===== config.mk =====
export PLATFORM = sky130hd
export DESIGN_NAME = sdram_refresh_keeper
export DESIGN_NICKNAME = d
export VERILOG_FILES = /design/src/rtl/sdr_ref_pkg.sv /design/src/rtl/ref_interval_timer.sv /design/src/rtl/ref_debt_tracker.sv /design/src/rtl/selfref_fsm.sv /design/src/rtl/sdram_refresh_keeper.sv
export SDC_FILE = /design/constraint.sdc
export NUM_CORES = 1
export LEC_CHECK = 0
export BUFFER_PORTS_ARGS = -buffer_cell sky130_fd_sc_hd__buf_2
export CAP_MARGIN = 20
export CORE_MARGIN = 2
export CORE_UTILIZATION = 55
export CTS_BUF_LIST = sky130_fd_sc_hd__clkbuf_4 sky130_fd_sc_hd__clkbuf_8 sky130_fd_sc_hd__clkbuf_16
export DETAILED_ROUTE_END_ITERATION = 8
export GPL_TIMING_DRIVEN = 0
export PLACE_DENSITY = 0.74
export SKIP_LAST_GASP = 1
export SYNTH_ARGS = -nofsm -noshare
export SYNTH_HDL_FRONTEND = slang
export SYNTH_SLANG_ARGS = --single-unit

===== constraint.sdc =====
create_clock -name clk -period 3 [get_ports clk]
set_input_delay 0.15 -clock clk [delete_from_list [all_inputs] [get_ports clk]]
set_output_delay 0.15 -clock clk [all_outputs]
set_load 0.1 [all_outputs]

===== src/rtl/sdr_ref_pkg.sv =====
package sdr_ref_pkg;

  typedef enum logic [1:0] {
    PH_AWAKE  = 2'd0,
    PH_ASLEEP = 2'd1,
    PH_WAKING = 2'd2
  } phase_t;

  // Clocks between refresh ticks, rounded down.
  function automatic int unsigned refresh_gap(input longint unsigned khz,
                                              input longint unsigned us,
                                              input longint unsigned refs);
    longint unsigned q;
    q = (us * khz) / (64'd1000 * refs);
    return 32'(q);
  endfunction

endpackage


===== src/rtl/ref_interval_timer.sv =====
module ref_interval_timer #(
  parameter int unsigned IVL = 1562
) (
  input  logic clk,
  input  logic rst_n,
  input  logic run,
  output logic tick
);
  localparam int TW = (IVL < 2) ? 1 : $clog2(IVL);

  logic [TW-1:0] cnt;

  assign tick = run && (cnt == TW'(IVL - 1));

  always_ff @(posedge clk) begin
    if (!rst_n)           cnt <= '0;
    else if (!run || tick) cnt <= '0;
    else                  cnt <= cnt + TW'(1);
  end
endmodule


===== src/rtl/ref_debt_tracker.sv =====
module ref_debt_tracker #(
  parameter int unsigned MAX_OWED  = 8,
  parameter int unsigned WAKE_REFS = 2
) (
  input  logic clk,
  input  logic rst_n,
  input  logic tick,
  input  logic accept,
  input  logic clear,
  output logic owed_any,
  output logic owed_full,
  output logic wake_due
);
  localparam int OW = $clog2(MAX_OWED + 1);
  localparam int LW = $clog2(WAKE_REFS + 1);

  logic [OW-1:0] owed;
  logic [LW-1:0] wake_left;
  logic take_wake, take_owed, overflow;

  // Wake-up refreshes are paid off before postponed ones.
  assign take_wake = accept && (wake_left != '0);
  assign take_owed = accept && (wake_left == '0) && (owed != '0);
  assign overflow  = tick && (owed == OW'(MAX_OWED)) && !take_owed;

  always_ff @(posedge clk) begin
    if (!rst_n) begin
      owed      <= '0;
      wake_left <= LW'(WAKE_REFS);
    end else if (clear) begin
      owed      <= '0;
      wake_left <= '0;
    end else begin
      if (overflow)       wake_left <= LW'(WAKE_REFS);
      else if (take_wake) wake_left <= wake_left - LW'(1);

      if (tick && !overflow && !take_owed) owed <= owed + OW'(1);
      else if (!tick && take_owed)         owed <= owed - OW'(1);
    end
  end

  assign owed_any  = (owed != '0);
  assign owed_full = (owed == OW'(MAX_OWED));
  assign wake_due  = (wake_left != '0);
endmodule


===== src/rtl/selfref_fsm.sv =====
module selfref_fsm
  import sdr_ref_pkg::*;
#(
  parameter int unsigned TRFC = 8
) (
  input  logic clk,
  input  logic rst_n,
  input  logic sleep_req,
  input  logic banks_idle,
  input  logic wake_block,
  output logic awake,
  output logic enter,
  output logic cke,
  output logic wake_ack
);
  localparam int WW = (TRFC < 2) ? 1 : $clog2(TRFC);

  phase_t        ph;
  logic [WW-1:0] wcnt;

  assign awake = (ph == PH_AWAKE);
  assign enter = awake && sleep_req && banks_idle && !wake_block;

  always_ff @(posedge clk) begin
    if (!rst_n) begin
      ph       <= PH_AWAKE;
      cke      <= 1'b1;
      wake_ack <= 1'b0;
      wcnt     <= '0;
    end else begin
      wake_ack <= 1'b0;
      case (ph)
        PH_AWAKE: if (enter) begin
          ph  <= PH_ASLEEP;
          cke <= 1'b0;
        end
        PH_ASLEEP: if (!sleep_req) begin
          ph   <= PH_WAKING;
          cke  <= 1'b1;
          wcnt <= '0;
        end
        PH_WAKING: if (wcnt == WW'(TRFC - 1)) begin
          ph       <= PH_AWAKE;
          wake_ack <= 1'b1;
        end else begin
          wcnt <= wcnt + WW'(1);
        end
        default: ph <= PH_AWAKE;
      endcase
    end
  end
endmodule


===== src/rtl/sdram_refresh_keeper.sv =====
module sdram_refresh_keeper
  import sdr_ref_pkg::*;
#(
  parameter int unsigned CLK_KHZ         = 100000,
  parameter int unsigned PERIOD_US       = 64000,
  parameter int unsigned REFS_PER_PERIOD = 4096,
  parameter int unsigned MAX_OWED        = 8,
  parameter int unsigned TRFC_CLKS       = 8,
  parameter int unsigned WAKE_REFS       = 2
) (
  input  logic clk,
  input  logic rst_n,
  input  logic sleep_req,
  input  logic banks_idle,
  input  logic ref_gnt,
  output logic ref_req,
  output logic host_hold,
  output logic cke,
  output logic wake_ack
);
  localparam int unsigned IVL = refresh_gap(CLK_KHZ, PERIOD_US, REFS_PER_PERIOD);

  logic awake, enter, tick, accept;
  logic owed_any, owed_full, wake_due;

  assign accept    = ref_req && ref_gnt && banks_idle;
  assign ref_req   = awake && (owed_any || wake_due);
  assign host_hold = !awake || owed_full || wake_due;

  ref_interval_timer #(.IVL(IVL)) timer_i (
    .clk(clk), .rst_n(rst_n), .run(awake), .tick(tick)
  );

  ref_debt_tracker #(.MAX_OWED(MAX_OWED), .WAKE_REFS(WAKE_REFS)) debt_i (
    .clk(clk), .rst_n(rst_n), .tick(tick), .accept(accept), .clear(enter),
    .owed_any(owed_any), .owed_full(owed_full), .wake_due(wake_due)
  );

  selfref_fsm #(.TRFC(TRFC_CLKS)) fsm_i (
    .clk(clk), .rst_n(rst_n), .sleep_req(sleep_req), .banks_idle(banks_idle),
    .wake_block(wake_due), .awake(awake), .enter(enter), .cke(cke),
    .wake_ack(wake_ack)
  );
endmodule


==> impl_metrics.csv <==
group,metric,value,unit
die,io_pins,9,
sta,post-route-min-period,2.81,ns
clock_tree,cts_buffer_depth,2,
synthesis,syn_area,1330,sq um
routing,wl,2.32,mm
placement,place_inst,184,
final_layout,area_growth,10.5,%
sta,fin_setup_tns,0,ns
synthesis,ys_types,41,
critical_path,critPathLaunchType,"register",
routing,drt_pass1_iterations,4,
final_layout,drive_gt1_share,16.9,%
synthesis,ys.flop_type,"dfxtp_1",
synthesis,async_reset_ff_share,0,%
hold_path,holdCritPathClass,"input port to register",
clock_tree,clk_pin_slew_worst_paths,0.14,ns
sta,maxSlewHeadroom,68.0,%
final_layout,antenna_cells,0,
grt,grt-busiest-layer,"met2",
critical_path,path_max_fanout,5,
final_layout,nets,174,
placement,io_buffers,8,
routing,drt_iter0_drc,22,
grt,grt_pass1_vias,1044,
sta,final_max_slew_viol_count,0,
synthesis,synth_warnings,0,
final_layout,fin_cells,188,
clock_tree,cts_made_buffers,3,
grt,grt_max_degree,15,
critical_path,cp.depth,12,
critical_path,r2r_cells,12,
sta,finalHoldViolCount,0,
routing,drcViolationCount,0,
sta,finClkSkew,0.0159,ns
final_layout,fill_cells,189,
power_and_ir_drop,p_leak,0.000630,uW
placement,dpl.hpwl,1.81,mm
critical_path,cp.arrival,3.02,ns
clock_tree,cts_max_level,1,
die,start_util,59.2,%
grt,grtUsageTotal,19.9,%
synthesis,syn_nets,161,
sta,max_freq,0.356,GHz
clock_tree,cts_root_buffer,"clkbuf_4",
placement,place_congestion,0.767,
die,die_h,53.2,microns
power_and_ir_drop,power,670,uW
critical_path,critPathCaptureType,"register",
routing,vias,1023,
grt,use_met1,22.0,%
clock_tree,cts_tree,"built",
critical_path,slowest_stage,"or3b_4",
grt,globalRouteMet3Util,3.67,%
outcome,status,"complete, no violations",
flow_run,drv_cap,0,
sta,setup_viol,0,
grt,grt_pass1_wl,4.14,mm
routing,antenna_left,0,
routing,wire_per_inst,12.3,microns
sta,period_share,93.5,%
die,die_area,2840,sq um
clock_tree,insertion_delay,0.32,ns
placement,placed_area,1420,sq um
synthesis,synth_edf_count,0,
final_layout,final_cell_area,1470,sq um
die,core,2250,sq um
synthesis,yosysSeqAreaShare,36.0,%
sta,tightest_slew,0.483,ns
die,rows,17,
power_and_ir_drop,irDropWorstVdd,0.305,mV
routing,via_per_inst,5.44,
critical_path,critPathTopFamily,"simple AND/OR/NAND/NOR gates",
sta,setup_ws,0.194,ns
critical_path,crit_path_max_incr_delay,0.44,ns
synthesis,syn_avg_cell_area,9.01,sq um
grt,use_met2,36.0,%
critical_path,worst-path-buf-inv,1,
clock_tree,postCtsSetupBuffers,0,
critical_path,worstPathRequired,3.21,ns
critical_path,critPathKind,"register to register",
hold_path,whs_path_depth,2,
synthesis,yosys_register_bits,24,
placement,preCtsSetupSlack,0.191,ns
sta,rsz0062_at_grt,"no",
power_and_ir_drop,powerDensity,454,nW/um^2
critical_path,crit_chain,"inv_1 -> ha_1 -> or3b_4 -> nor3_4 -> nor2_1 -> nand2_1 -> ha_1 -> a21oi_1 -> nand2_1 -> nand3b_1 -> and3_1 -> o31a_1",
clock_tree,cts.sinks,24,
grt,gr-total-overflow,0,
die,die_w,53.2,microns
grt,antenna_found_initial,0,
synthesis,syn_inst,148,
[power by group]
group          internal [uW]  leakage (uW)  switching [uW]
logic                   29.9      0.000408            70.8
clock network            135     0.0000279            98.3
registers                328      0.000194            7.39
total                    493      0.000630             176
[cell type report]
type                       count  area, sq um  share of cell area (%)
multi-input combinational    112          812                    55.1
sequential                    24          480                    32.6
timing repair buffer           8         40.0                    2.72
tap                           28         35.0                    2.38
clock inverter                 1         30.0                    2.04
inverter                       8         30.0                    2.04
buffer                         4         23.8                    1.61
clock buffer                   3         22.5                    1.53
[worst paths after layout]
check	slack, ns	from	to
setup reg to reg	0.19	debt_i.wake_left[0]	debt_i.owed[3]
hold reg to reg	0.51	debt_i.owed[2]	debt_i.owed[2]
hold / removal	0.05	rst_n	debt_i.wake_left[1]
setup / recovery	0.19	debt_i.wake_left[0]	debt_i.owed[3]
[per-stage QoR]
step | hold slack (ns) | utilization [%]
CTS | 0.0314 | 65.1
finish | 0.0500 | 65.4
global route | 0.0529 | 65.4
floorplan | 0.212 | -
detailed placement | 0.385 | 62.8
global placement | 0.384 | 62.8
[state kept, by name (all words and copies together), names as in the netlist]
signal,cells
debt_i.wake_left,2
fsm_i.wake_ack,1
timer_i.cnt,11
fsm_i.wcnt,3
debt_i.owed,4
fsm_i.cke,1
fsm_i.ph,2
[kinds of logic after synthesis]
| family | Yosys count | synth area share (%) |
|---|---|---|
| simple gates | 73 | 32.6 |
| flops | 24 | 36.0 |
| compound gates | 14 | 6.47 |
| buf+inv | 12 | 4.03 |
| xor+xnor | 11 | 7.22 |
| fa+ha+maj | 8 | 8.07 |
| mux | 6 | 5.53 |
[synth_stat cells, types with 2 or more instances]
master / instances / area [sq um]
nor3_2: 2 / 20.0
nand3_1: 9 / 45.0
inv_1: 8 / 30.0
xnor2_1: 6 / 52.6
a21oi_1: 6 / 30.0
nor2b_1: 2 / 12.5
o21ai_0: 2 / 10.0
and3_1: 6 / 37.5
mux2i_1: 4 / 40.0
nand2_1: 15 / 56.3
xor2_1: 5 / 43.8
and2_1: 2 / 12.5
dfxtp_1: 24 / 480
nand4_1: 2 / 12.5
ha_1: 7 / 87.6
nor2_1: 21 / 78.8
nand3b_1: 3 / 22.5
[repair_timing]
action	CTS	global route
gates resized for setup	0	1
setup endpoints to repair	0	1
hold buffers	0	0
[metal layers]
metal	vias to the layer above	wire length, microns
li1	531	-
met1	472	1050
met2	16	1170
met3	4	73
met4	0	21
met5	-	0
[cell usage in the layout (no fill, tap or decap), drive strengths merged, types with 2 or more instances in the layout]
cell and count:
nor2 22, nor3 2, xnor2 6, nand3b 4, o21ai 3, clkbuf 4, ha 7, nor4 2
nand4 3, xor2 5, inv 8, and2 2, buf 11, a21oi 6, mux2i 5, nor4b 2
dfxtp 24, nand3 9, nand2 16, nor2b 2, and3 6
Note: power is estimated with default switching activity, not from simulation.
